File: src/rtl/rc_pkg.sv
package rc_pkg;
  localparam logic [7:0] SIG_SEL1 = 8'h55;
  localparam logic [7:0] SIG_SEL0 = 8'hAA;
  localparam logic [7:0] IDX_PROBE = 8'h31;
  localparam logic [7:0] IDX_BASE_TOP = 8'h60;

  typedef struct packed {
    logic       drive;
    logic [7:0] data;
  } rc_rsp_t;
endpackage

File: src/rtl/rc_cfg_regs.sv
module rc_cfg_regs
  import rc_pkg::*;
#(
  parameter int ADDR_W = 16
) (
  input  logic              clk,
  input  logic              rst_n,
  input  logic              clr,
  input  logic              we,
  input  logic [7:0]        idx,
  input  logic [7:0]        wdata,
  output logic [7:0]        rdata,
  output logic              probe_en,
  output logic              sig_sel,
  output logic [ADDR_W-1:0] base
);
  localparam int NBYTES = ADDR_W / 8;

  logic [1:0] probe_q;
  logic [NBYTES-1:0][7:0] base_q;
  logic [NBYTES-1:0] byte_hit;

  always_ff @(posedge clk) begin
    if (!rst_n || clr) probe_q <= '0;
    else if (we && idx == IDX_PROBE) probe_q <= wdata[1:0];
  end

  // byte k (k=0 is least significant) lives at IDX_BASE_TOP + NBYTES-1-k
  for (genvar k = 0; k < NBYTES; k++) begin : g_base
    localparam logic [7:0] MY_IDX = IDX_BASE_TOP + 8'(NBYTES - 1 - k);
    assign byte_hit[k] = (idx == MY_IDX);
    always_ff @(posedge clk) begin
      if (!rst_n || clr) base_q[k] <= '0;
      else if (we && byte_hit[k]) base_q[k] <= wdata;
    end
  end

  always_comb begin
    rdata = 8'h00;
    if (idx == IDX_PROBE) rdata = {6'b0, probe_q};
    for (int k = 0; k < NBYTES; k++) begin
      if (byte_hit[k]) rdata = base_q[k];
    end
  end

  assign probe_en = probe_q[1];
  assign sig_sel  = probe_q[0];
  assign base     = base_q;
endmodule

File: src/rtl/rc_win_cmp.sv
module rc_win_cmp #(
  parameter int ADDR_W = 16,
  parameter int LEN    = 8
) (
  input  logic [ADDR_W-1:0] addr,
  input  logic [ADDR_W-1:0] base,
  output logic              hit
);
  localparam int EXT = ADDR_W + 1;
  localparam logic [EXT-1:0] LEN_X = EXT'(LEN);

  logic [EXT-1:0] addr_x, base_x, lim_x;

  assign addr_x = {1'b0, addr};
  assign base_x = {1'b0, base};
  assign lim_x  = base_x + LEN_X;
  assign hit    = (addr_x >= base_x) && (addr_x < lim_x);
endmodule

File: src/rtl/rc_rsp_slot.sv
module rc_rsp_slot
  import rc_pkg::*;
(
  input  logic    clk,
  input  logic    rst_n,
  input  logic    in_valid,
  output logic    in_ready,
  input  rc_rsp_t in_rsp,
  output logic    out_valid,
  input  logic    out_ready,
  output rc_rsp_t out_rsp
);
  logic    v_q;
  rc_rsp_t r_q;

  assign in_ready = !v_q || out_ready;

  always_ff @(posedge clk) begin
    if (!rst_n) begin
      v_q <= 1'b0;
      r_q <= '0;
    end else if (in_ready) begin
      v_q <= in_valid;
      if (in_valid) r_q <= in_rsp;
    end
  end

  assign out_valid = v_q;
  assign out_rsp   = r_q;
endmodule

File: src/rtl/rc_io_responder.sv
module rc_io_responder
  import rc_pkg::*;
#(
  parameter int ADDR_W = 16,
  parameter int LEN    = 8
) (
  input  logic              clk,
  input  logic              rst_n,
  input  logic              cfg_reset,
  input  logic              cfg_we,
  input  logic [7:0]        cfg_idx,
  input  logic [7:0]        cfg_wdata,
  output logic [7:0]        cfg_rdata,
  input  logic              dev_active,
  input  logic              req_valid,
  output logic              req_ready,
  input  logic [ADDR_W-1:0] req_addr,
  output logic              rsp_valid,
  input  logic              rsp_ready,
  output logic              rsp_drive,
  output logic [7:0]        rsp_data,
  output logic              chk_live
);
  logic              probe_en, sig_sel, win_hit;
  logic [ADDR_W-1:0] base;
  rc_rsp_t           new_rsp, out_rsp;

  rc_cfg_regs #(.ADDR_W(ADDR_W)) u_regs (
    .clk(clk), .rst_n(rst_n), .clr(cfg_reset), .we(cfg_we),
    .idx(cfg_idx), .wdata(cfg_wdata), .rdata(cfg_rdata),
    .probe_en(probe_en), .sig_sel(sig_sel), .base(base)
  );

  rc_win_cmp #(.ADDR_W(ADDR_W), .LEN(LEN)) u_cmp (
    .addr(req_addr), .base(base), .hit(win_hit)
  );

  assign chk_live = probe_en && !dev_active;

  always_comb begin
    new_rsp.drive = win_hit && chk_live;
    new_rsp.data  = new_rsp.drive ? (sig_sel ? SIG_SEL1 : SIG_SEL0) : 8'h00;
  end

  rc_rsp_slot u_slot (
    .clk(clk), .rst_n(rst_n),
    .in_valid(req_valid), .in_ready(req_ready), .in_rsp(new_rsp),
    .out_valid(rsp_valid), .out_ready(rsp_ready), .out_rsp(out_rsp)
  );

  assign rsp_drive = out_rsp.drive;
  assign rsp_data  = out_rsp.data;
endmodule

File: config.mk
export PLATFORM = sky130hd
export DESIGN_NAME = rc_io_responder
export DESIGN_NICKNAME = d
export VERILOG_FILES = /design/src/rtl/rc_pkg.sv /design/src/rtl/rc_cfg_regs.sv /design/src/rtl/rc_win_cmp.sv /design/src/rtl/rc_rsp_slot.sv /design/src/rtl/rc_io_responder.sv
export SDC_FILE = /design/constraint.sdc
export NUM_CORES = 1
export LEC_CHECK = 0
export ABC_AREA = 1
export CELL_PAD_IN_SITES_DETAIL_PLACEMENT = 0
export CELL_PAD_IN_SITES_GLOBAL_PLACEMENT = 1
export CORE_MARGIN = 2
export CORE_UTILIZATION = 28
export DETAILED_ROUTE_END_ITERATION = 8
export GPL_ROUTABILITY_DRIVEN = 0
export PLACE_DENSITY = 0.69
export SYNTH_ARGS = -nofsm -noshare
export SYNTH_HDL_FRONTEND = slang
export SYNTH_SLANG_ARGS = --single-unit
File: constraint.sdc
create_clock -name clk -period 2.3 [get_ports clk]
set_input_delay 0.46 -clock clk [delete_from_list [all_inputs] [get_ports clk]]
set_output_delay 0.46 -clock clk [all_outputs]
set_load 0.01 [all_outputs]
# Yosys cells after proc, flatten, opt, wreduce, memory -nomap -nowiden
# Cells that the tools add are included.
dict set report op_classes {
  magnitude_cmp 2
  n_reduce_logical 12
  n_mux 5
  n_addsub 1
  n_eq_ne 3
}
# op n
set op_table {}
lappend op_table {{2-to-1 mux 8 bit} 4}
lappend op_table {{adder 16 x 4 -> 17 bit, second input constant} 1}
lappend op_table {{less-than comparator 16 x 17 -> 1 bit} 1}
lappend op_table {{equality test 8 x 7 -> 1 bit, second input constant} 2}
lappend op_table {{>= comparator 16 bit} 1}
lappend op_table {{equality test 8 x 6 -> 1 bit, second input constant} 1}
lappend op_table {{logical AND 1 bit} 6}
lappend op_table {{zero test 1 bit} 3}
lappend op_table {{logical OR 1 bit} 2}
lappend op_table {{2-to-1 mux 2 bit} 1}
lappend op_table {{AND reduction 2 bit} 1}
dict set report word_totals {
  regBits 28
  input_bits 39
}

# Longest topological paths before layout
# Gate-level depths: netlist of run 1.
dict set report logic_depth {
  depth_word 5
  ltp_mapped 14
  depth_no_buf 14
}

# Cells and area by module
# From an unflattened synthesis of run 1, not the netlist that was laid out.
dict set report unflattened {
  hier_cells 414
  area_unflattened_um2 2645.0
}
# module cells_per_inst area_per_inst_um2 instances
set modules_own_cells {}
lappend modules_own_cells {rc_cfg_regs 177 1106.1 1}
lappend modules_own_cells {rc_win_cmp 165 1022.2 1}
lappend modules_own_cells {rc_rsp_slot 64 480.5 1}
lappend modules_own_cells {rc_io_responder 8 36.3 1}

# Least setup slack after synthesis of run 1
# Ideal clock, no wire load.
dict set report synth_timing {
  path_kind {register -> register}
  startpoint {register u_regs.base_q (netlist bit u_regs.base[3])}
  endpoint {register u_slot.r_q (netlist bit u_slot.out_rsp[6])}
  setup_time_ns 0.117
  path_slack_ns 0.243
  t_arrival_ns 1.940
  required_time_ns 2.183
  stages_incl_launch_ff 13
  path_buffers 0
  path_cell_list {dfxtp_1 -> ha_1 -> nand3_1 -> nor2_1 -> nand3_1 -> nor4_1 -> xor2_1 -> ha_1 -> inv_1 -> nor3_1 -> nor2_2 -> nand4_1 -> a21oi_1}
}
dict set report synth_between {
  elab_chain_cells 5
  word_cells_on_any_way 6
  cone_classes {1 x add/sub; 2 x order compare; 1 x mux; 2 x reduce/logical}
}
# item line
set synth_lines {}
lappend synth_lines {{from (decl)} rc_cfg_regs.sv:20} ;# logic [NBYTES-1:0][7:0] base_q;
lappend synth_lines {{from (signal, indexed assignment)} rc_cfg_regs.sv:34} ;# else if (we && byte_hit[k]) base_q[k] <= wdata;
lappend synth_lines {{adder 16 x 4 -> 17 bit} rc_win_cmp.sv:16} ;# assign lim_x = base_x + LEN_X;
lappend synth_lines {{less-than comparator 16 x 17 -> 1 bit} rc_win_cmp.sv:17} ;# assign hit = (addr_x >= base_x) && (addr_x < lim_x);
lappend synth_lines {{logical AND 1 bit (*)} rc_win_cmp.sv:17}
lappend synth_lines {{logical AND 1 bit (*)} rc_io_responder.sv:41} ;# new_rsp.drive = win_hit && chk_live;
lappend synth_lines {{2-to-1 mux 8 bit (*)} rc_io_responder.sv:42} ;# new_rsp.data = new_rsp.drive ? (sig_sel ? SIG_SEL1 : SIG_SEL0) : 8'h00;
lappend synth_lines {{to (signal assigned)} rc_rsp_slot.sv:24} ;# if (in_valid) r_q <= in_rsp;
lappend synth_lines {{to (decl)} rc_rsp_slot.sv:14} ;# rc_rsp_t r_q;
# Mark *: on every way between the ends. The rest lies on a longest branch, timed or not.
# A chain may end at the register's enable or synchronous reset.

# Worst setup path after layout of run 1
dict set report layout_timing {
  startpoint {input cfg_idx[2]}
  endpoint {output cfg_rdata[0]}
}
dict set report layout_between {
  elab_chain_cells 4
  word_cells_on_any_way 6
  cone_classes {3 x eq/ne; 3 x mux}
}
# item line
set layout_lines {}
lappend layout_lines {{from (decl)} rc_io_responder.sv:11} ;# input logic [7:0] cfg_idx,
lappend layout_lines {{equality test 8 x 6 -> 1 bit} rc_cfg_regs.sv:40} ;# if (idx == IDX_PROBE) rdata = {6'b0, probe_q};
lappend layout_lines {{2-to-1 mux 2 bit} rc_cfg_regs.sv:40}
lappend layout_lines {{2-to-1 mux 8 bit} rc_cfg_regs.sv:42} ;# if (byte_hit[k]) rdata = base_q[k];
lappend layout_lines {{2-to-1 mux 8 bit (*)} rc_cfg_regs.sv:42}
lappend layout_lines {{to (decl)} rc_io_responder.sv:13} ;# output logic [7:0] cfg_rdata,
# Marks and branches as above.

==> flow_summary.yaml, run 1 <==
placement:
  post-place-ws_ns: -0.4413
  port_buffers: 58
  place_inst: 445
  placed_area_mm2: 0.002704
  hpwlAfterDp_um: 4833
clock_tree:
  clock_sinks: 22
  htree_levels: 1
  clk_path_buf_depth: 2
  root_buffer: "clkbuf_8"
  cts_buffers: 3
  clkLatencyLatePin_ns: 0.26
  cts_tree: "built"
  clk_pin_slew_ns: 0.08
cells_and_area:
  drive_gt1_share_pct: 16.90
  finalNonFillerCells: 451
  nets: 426
  final_util_pct: 41.93
  register_area_um2: 450.4
  diodes: 0
  final_common_cell: "nand2_1"
  multi_input_area_mm2: 0.001456
  design_area_mm2: 0.002880
  area_delta_synth_final_pct: 43.96
  nFillCells: 740
  final_cell_mix: "nand2_1, clkdlybuf4s50_1, inv_1, ha_1, nor2_1"
min_path:
  hp-class: "flop to flop"
  hold_path.startpoint: "u_slot.out_rsp[8]"
logic_synthesis:
  yosysSeqAreaShare_pct: 22.01
  ys_warn_count: 0
  yosys.cell_types.count: 28
  synthCells: 291
  ys_ff_latch: 22
  netlist_top_cells_area: "dfxtp_1, ha_1, nand2_1"
  yosys.area.top_type_share_pct: 22.01
  syn-num-nets: 361
  syn_area_mm2: 0.002001
  syn_avg_cell_area_um2: 6.875
  synth_edf_count: 0
  async_flop_share_pct: 0
  synth_ff_type: "dfxtp_1"
  synth_top_area_cell: "dfxtp_1"
timing:
  skew_ns: 0.005143
  layout_setup_ws_ns: 0.1003
  setup_tns_ns: 0
  drv_slew: 0
  rsz0062_at_grt: "yes"
  finalCriticalPeriod_ns: 2.200
  hold_slack_ns: 0.4805
  slew_headroom_pct: 76.17
  setup_viol: 0
  fmax_ghz: 0.4546
  tightest_slew_ns: 0.3541
  hold_violations: 0
  min_period_over_period_pct: 95.64
setup_path:
  required_ns: 1.84
  cp-start-kind: "input port"
  arrival_ns: 1.74
  r2r_slack_ns: 0.20
  timing.rr.start: "u_regs.base[5]"
  cp_max_fo: 3
  critPathCaptureType: "output port"
  crit_start: "cfg_idx[2]"
  critPathKind: "input port to output port"
drt:
  wl_per_cell_um: 12.72
  routed-via-count: 2062
  antenna_left: 0
  avgViaCountPerCell: 4.572
  drtIter0Drc: 48
  wirelength_um: 5736
  firstDrtPassIters: 4
  drc: 0
pwr:
  irDropWorstVdd_mv: 0.1803
  powerDensity_mw_per_mm2: 293.4
  power_leakage_nw: 1.161
  p_total_uw: 844.9
die:
  die_h_um: 88.53
  start_util_pct: 29.13
  num_io_pins: 59
  coreArea_mm2: 0.006869
  row_count: 30
  die_x_um: 88.53
  dieArea_mm2: 0.007838
global_routing:
  grt_pass1_vias: 1965
  antenna_found_initial: 0
  grt_pass1_wl_um: 9052
  grt_use_total_pct: 14.58
  grt_max_degree: 19
  grt_overflow: 0
status:
  outcome: "completed"
run:
  max-cap-violations: 0
[area by class of cell]
| type | count | area share [%] |
|---|---|---|
| Inverter | 42 | 5.560 |
| Sequential cell | 22 | 15.64 |
| Multi-Input combinational cell | 218 | 50.56 |
| Tap cell | 96 | 4.170 |
| Clock buffer | 4 | 1.911 |
| Timing Repair Buffer | 69 | 22.15 |
[path summary, 6_finish.rpt]
| path | end | cells past startpoint |
|---|---|---|
| setup / recovery | cfg_rdata[0] | 6 |
| setup reg to reg | u_slot.out_rsp[6] | 14 |
| hold / removal | u_slot.out_rsp[8] | 2 |
| hold reg to reg | u_slot.out_rsp[8] | 2 |
[routing by layer]
metal  wire (µm)  track usage, %
met1        2874           20.82
met2        2637           24.20
met3         224          0.9328
met4           0           3.168
met5           0               0
[cells by family after synthesis]
family	after synthesis	synth area share (%)
buf+inv	51	11.13
compound gates	51	15.13
flops	22	22.01
simple gates	125	27.52
xor+xnor	11	4.815
fa+ha+maj	31	19.39
[worst max-delay path: stages]
cell and delay, ns:
clkdlybuf4s50_1 0.47, nor3_4 0.18, buf_4 0.14, nand3_1 0.12, o221ai_2 0.21, buf_2 0.16
[power breakdown]
| group | leakage, nW | switching (mW) | internal [mW] |
|---|---|---|---|
| Clock | 0.0288 | 0.128 | 0.153 |
| Sequential | 0.181 | 0.000831 | 0.381 |
| Combinational | 0.952 | 0.0837 | 0.0987 |
| Total | 1.16 | 0.213 | 0.632 |
[Yosys cell counts, types with 2 or more instances]
cell type,instances
a211oi_1,10
a21o_1,2
a21oi_1,21
buf_4,6
dfxtp_1,22
ha_1,31
inv_1,42
nand2_1,62
nand2_2,3
nand3_1,10
nand4_1,4
nor2_1,26
nor2_2,3
nor3_1,11
nor4_1,3
o21ai_0,8
o221ai_1,2
o22ai_1,6
xor2_1,10
[what timing repair did]
item | in CTS | in global routing
setup endpoints to repair | 8 | 11
hold buffers | 0 | 0
buffers inserted | 1 | 1
pin swaps | 4 | 8
gates resized for setup | 32 | 37
[state kept, by name, indices dropped and copies added (netlist names)]
name and count:
u_regs.base 16, u_slot.out_valid 1, u_regs.probe_q 2, u_slot.out_rsp 3
(Power assumes the default switching activity.)
==> run 2: changes to the inputs <==
--- a/config.mk
+++ b/config.mk
@@ -8,7 +8,6 @@
 export ABC_AREA = 1
 export CELL_PAD_IN_SITES_DETAIL_PLACEMENT = 0
 export CELL_PAD_IN_SITES_GLOBAL_PLACEMENT = 1
-export CORE_MARGIN = 2
 export CORE_UTILIZATION = 28
 export DETAILED_ROUTE_END_ITERATION = 8
 export GPL_ROUTABILITY_DRIVEN = 0
==> run 2 against run 1 <==
First-iteration DRC count up 35%; via count down 1.9%; fmax grew 0.37%; combinational power rose by 3%; final area grew 0.96%; sequential cell count is the same.
==> flow_summary.yaml, run 2 (synthesis results as in run 1) <==
status:
  outcome: "completed"
setup_path:
  critPathKind: "input port to output port"
  cp_max_fo: 8
  critPathMaxStageDelay_ns: 0.42
  required_ns: 1.84
  arrival_ns: 1.73
  critPathCaptureType: "output port"
  slowest_stage: "clkdlybuf4s50_1"
  cp-start-kind: "input port"
  path_cells: "clkdlybuf4s50_1 -> inv_1 -> nand4_1 -> buf_4 -> nor2_4 -> inv_4 -> o221ai_2 -> buf_2"
clock_tree:
  clk_path_buf_depth: 2
  root_buffer: "clkbuf_8"
  htree_levels: 1
  clkLatencyLatePin_ns: 0.26
  cts_buffers: 3
  clock_sinks: 22
  clk_pin_slew_ns: 0.08
  cts_tree: "built"
cells_and_area:
  final_cell_mix: "nand2_1, clkdlybuf4s50_1, inv_1, ha_1, nor2_1"
  drive_gt1_share_pct: 18.54
  final_common_cell: "nand2_1"
  final_util_pct: 42.56
  nets: 427
  area_delta_synth_final_pct: 45.34
  finalNonFillerCells: 452
  largest_reg_flops: 16
  diodes: 0
drt:
  drtIter0Drc: 65
  antenna_left: 0
  firstDrtPassIters: 4
  avgViaCountPerCell: 4.476
  wirelength_um: 5665
  wl_per_cell_um: 12.53
  drc: 0
  routed-via-count: 2023
timing:
  hold_violations: 0
  layout_setup_ws_ns: 0.1084
  finalCriticalPeriod_ns: 2.192
  fmax_ghz: 0.4563
  rsz0062_at_grt: "yes"
  skew_ns: 0.007229
  min_period_over_period_pct: 95.29
  tightest_slew_ns: 0.3625
  setup_viol: 0
  drv_slew: 0
  slew_headroom_pct: 75.83
placement:
  port_buffers: 58
  place_inst: 445
  hpwlAfterDp_um: 4665
  post-place-ws_ns: -0.4568
global_routing:
  grtUsageMet3_pct: 0.9524
  grt_pass1_wl_um: 9073
  grt_pass1_vias: 1969
  grt_util_met2_pct: 26.41
  grt_max_degree: 19
  grt_use_total_pct: 15.34
  busiest_layer: "met2"
  grt_overflow: 0
  antenna_found_initial: 0
  grtUsageMet1_pct: 21.32
min_path:
  hp-class: "flop to flop"
die:
  row_count: 30
  die_h_um: 86.53
  start_util_pct: 29.29
  die_x_um: 86.53
  coreArea_mm2: 0.006832
  num_io_pins: 59
  dieArea_mm2: 0.007487
pwr:
  p_total_uw: 927.3
  irDropWorstVdd_mv: 0.2810
  powerDensity_mw_per_mm2: 318.9
  power_leakage_nw: 1.156
run:
  max-cap-violations: 0
-- run 2: changes by cell type in the layout (fill, tap and decap cells not counted), moves of 2 or more --
cell	change
inv_2	+2
clkdlybuf4s50_1	+4
inv_1	-2
nor2_2	+4
o22ai_1	+3
dlymetal6s2s_1	-4
nor2_1	-4
o22ai_2	-3
-- run 2: path summary, 6_finish.rpt --
check / from / endpoint / slack [ns] / cells after the start
worst max register to register: u_regs.base[4] / u_slot.out_rsp[5] / 0.12 / 14
worst min-delay path: u_slot.out_rsp[8] / u_slot.out_rsp[8] / 0.48 / 2
worst min register to register: u_slot.out_rsp[8] / u_slot.out_rsp[8] / 0.48 / 2
worst max-delay path: cfg_idx[4] / cfg_rdata[0] / 0.11 / 8
-- run 2: critical path: cells and delay by family --
family / cells / cell delay, ns
AOI/OAI and AO/OA: 1 / 0.13
buffers and inverters: 5 / 0.89
and+or+nand+nor: 2 / 0.23
-- run 2: repair_timing --
action                                  in CTS  in global routing
pin swaps                                    3                 12
hold buffers                                 0                  0
resized for setup                           33                 41
setup buffers                                2                  1
endpoints found under the setup margin       8                 11
-- run 2: layout make-up --
class / instances / area [µm²]
Timing Repair Buffer: 70 / 635.6
Clock buffer: 3 / 41.29
Sequential cell: 22 / 454.2
Multi-Input combinational cell: 218 / 1466
Fill cell: 738 / 3924
Tap cell: 96 / 120.1
Clock inverter: 1 / 30.03
Inverter: 42 / 160.2
-- run 2: metrics by stage --
stage	area (µm²)	hold slack, ns	setup TNS [ns]
floorplan	2001	0.4574	0
global placement	2704	0.4633	-3.197
detailed placement	2704	0.4694	-3.313
CTS	2804	0.4830	-0.02776
global route	2908	0.4904	-0.03602
finish	2908	0.4792	0
-- run 2: report_power, final --
part / leakage (nW) / internal, mW / switching (mW)
Sequential: 0.182 / 0.380 / 0.000756
Clock: 0.0357 / 0.232 / 0.127
Combinational: 0.939 / 0.102 / 0.0851
-- run 2: layer usage --
layer / vias up / part of all wire (%)
met1: 892 / 51
met4: 0 / 0.30
met2: 35 / 46
li1: 1094 / -
met3: 2 / 2.5
met5: - / 0
==> run 3: changes to the inputs <==
--- a/config.mk
+++ b/config.mk
@@ -11,7 +11,7 @@
 export CORE_UTILIZATION = 28
 export DETAILED_ROUTE_END_ITERATION = 8
 export GPL_ROUTABILITY_DRIVEN = 0
-export PLACE_DENSITY = 0.69
+export PLACE_DENSITY_LB_ADDON = 0.12
 export SYNTH_ARGS = -nofsm -noshare
 export SYNTH_HDL_FRONTEND = slang
 export SYNTH_SLANG_ARGS = --single-unit
==> run 3 against run 2 <==
Clock skew down 0.0028 ns; final cell count up 0.66%; global-route usage up 0.79 points; register-to-register slack better by 0.04 ns; combinational power up 2%; die area unchanged; clock-buffer cell count unchanged; setup slack worse by 0.071 ns; sequential cell count unchanged; largest cell class unchanged; highest routed layer unchanged.
==> flow_summary.yaml, run 3 (synthesis results as in run 1) <==
status:
  outcome: "completed"
cells_and_area:
  design_area_mm2: 0.003047
  area_delta_synth_final_pct: 52.28
  nFillCells: 727
  nets: 430
  final_common_cell: "nand2_1"
  largest_reg_flops: 16
  final_cell_mix: "nand2_1, clkdlybuf4s50_1, inv_1, ha_1, nor2_1"
  diodes: 0
  drive_gt1_share_pct: 22.01
global_routing:
  grt_overflow: 0
  grt_max_degree: 19
  grt_pass1_vias: 1955
  antenna_found_initial: 0
  grt_use_total_pct: 16.13
  grt_pass1_wl_um: 9404
pwr:
  p_int_uw: 710.7
  p_total_uw: 935.5
  power.switching_uw: 224.8
  p_comb_share_pct: 20.4
  irDropWorstVdd_mv: 0.2202
  powerDensity_mw_per_mm2: 307.0
  power_leakage_nw: 1.248
  p_clk_share_pct: 39.5
  swShare_pct: 24.03
  seqPwrFrac_pct: 40.2
timing:
  layout_setup_ws_ns: 0.03783
  fmax_ghz: 0.4421
  setup_viol: 0
  min_period_over_period_pct: 98.36
  hold_slack_ns: 0.4707
  skew_ns: 0.004425
  finalCriticalPeriod_ns: 2.262
  setup_tns_ns: 0
  rsz0062_at_grt: "yes"
  hold_violations: 0
  slew_headroom_pct: 74.54
  tightest_slew_ns: 0.3819
  drv_slew: 0
drt:
  drc: 0
  firstDrtPassIters: 4
  wirelength_um: 5968
  wl_per_cell_um: 13.12
  drtIter0Drc: 54
  antenna_left: 0
  avgViaCountPerCell: 4.580
  routed-via-count: 2084
die:
  coreArea_mm2: 0.006832
  die_h_um: 86.53
  row_count: 30
  dieArea_mm2: 0.007487
  start_util_pct: 29.29
  die_x_um: 86.53
  num_io_pins: 59
min_path:
  hp-class: "flop to flop"
clock_tree:
  clkLatencyLatePin_ns: 0.27
  htree_levels: 1
  cts_buffers: 3
  clk_path_buf_depth: 2
  cts_tree: "built"
  root_buffer: "clkbuf_8"
  clk_pin_slew_ns: 0.08
  clock_sinks: 22
setup_path:
  slowest_stage: "clkdlybuf4s50_1"
  cp_max_fo: 5
  critPathKind: "input port to output port"
  critPathCaptureType: "output port"
  critPathMaxStageDelay_ns: 0.52
  worst_path_most_repeated_cell: "nand2_1"
  cp-start-kind: "input port"
  required_ns: 1.84
  path_cells: "clkdlybuf4s50_1 -> nor4_2 -> nand2_1 -> inv_1 -> nand2_1 -> o221ai_2 -> buf_2"
  arrival_ns: 1.80
run:
  max-cap-violations: 0
placement:
  hpwlAfterDp_um: 4709
  port_buffers: 58
  post-place-ws_ns: -0.4866
  placed_area_mm2: 0.002681
==> run 3: cell count changes in the layout (fill, tap and decap cells not counted), moves of 2 or more <==
cell / before / now
nor2_2: 7 / 2
nor3_1: 8 / 6
nor2_4: 2 / 5
a21oi_2: 1 / 3
dfxtp_4: 2 / 6
buf_4: 12 / 14
nand3_4: 0 / 2
a21oi_1: 20 / 18
nand2_1: 59 / 57
nor2_1: 21 / 23
nand2_4: 1 / 3
dfxtp_2: 5 / 2
==> run 3: layer usage <==
layer	global-route usage [%]	wire (µm)	share of wire (%)	vias up
met4	2.273	27	0.45	0
met5	0	0	0	-
met2	26.84	2802	47	39
met3	2.667	220	3.7	4
li1	-	-	-	1102
met1	22.38	2917	49	939
==> run 3: per-stage QoR <==
stage	instances	util (%)
2_1_floorplan	291	-
3_3_place_gp	442	39.25
3_5_place_dp	442	39.25
4_1_cts	448	40.92
5_1_grt	455	44.60
6_report	455	44.60
==> run 3: what timing repair did <==
item | 4_1_cts | 5_1_grt
setup buffers | 2 | 7
hold buffers | 0 | 0
setup endpoints to repair | 8 | 8
pin swaps | 2 | 20
gates resized for setup | 40 | 58
==> run 3: final timing paths <==
check	from	endpoint	slack [ns]	cells past startpoint
hold reg to reg	u_slot.out_rsp[8]	u_slot.out_rsp[8]	0.47	2
hold / removal	u_slot.out_rsp[8]	u_slot.out_rsp[8]	0.47	2
setup reg to reg	u_regs.base[4]	u_slot.out_rsp[6]	0.16	12
setup / recovery	cfg_idx[0]	cfg_rdata[0]	0.04	7
==> run 3: critical path, delay by kind of cell <==
family / cells / cell delay (ns)
buffers and inverters: 3 / 0.78
and+or+nand+nor: 3 / 0.50
AOI/OAI and AO/OA: 1 / 0.06
==> run 3: final cells by class <==
type                    count  area, µm²  area share, %
multi-input cells         218       1564          51.33
repair buffers             73      661.9          21.72
flip-flops and latches     22      465.4          15.28
inverters                  42      163.9          5.380
well taps                  96      120.1          3.943
clock buffers               3      41.29          1.355
clock inverters             1      30.03         0.9856
==> run 3: power by group through the flow <==
| stage | Clock, mW | Sequential (mW) | Combinational (mW) |
|---|---|---|---|
| 5_1_grt | 0.393 | 0.376 | 0.214 |
| 3_5_place_dp | 0 | 0.392 | 0.181 |
| 4_1_cts | 0.377 | 0.383 | 0.185 |
| 3_3_place_gp | 0 | 0.392 | 0.180 |
| 6_report | 0.369 | 0.376 | 0.191 |
| 2_1_floorplan | 0 | 0.392 | 0.0770 |
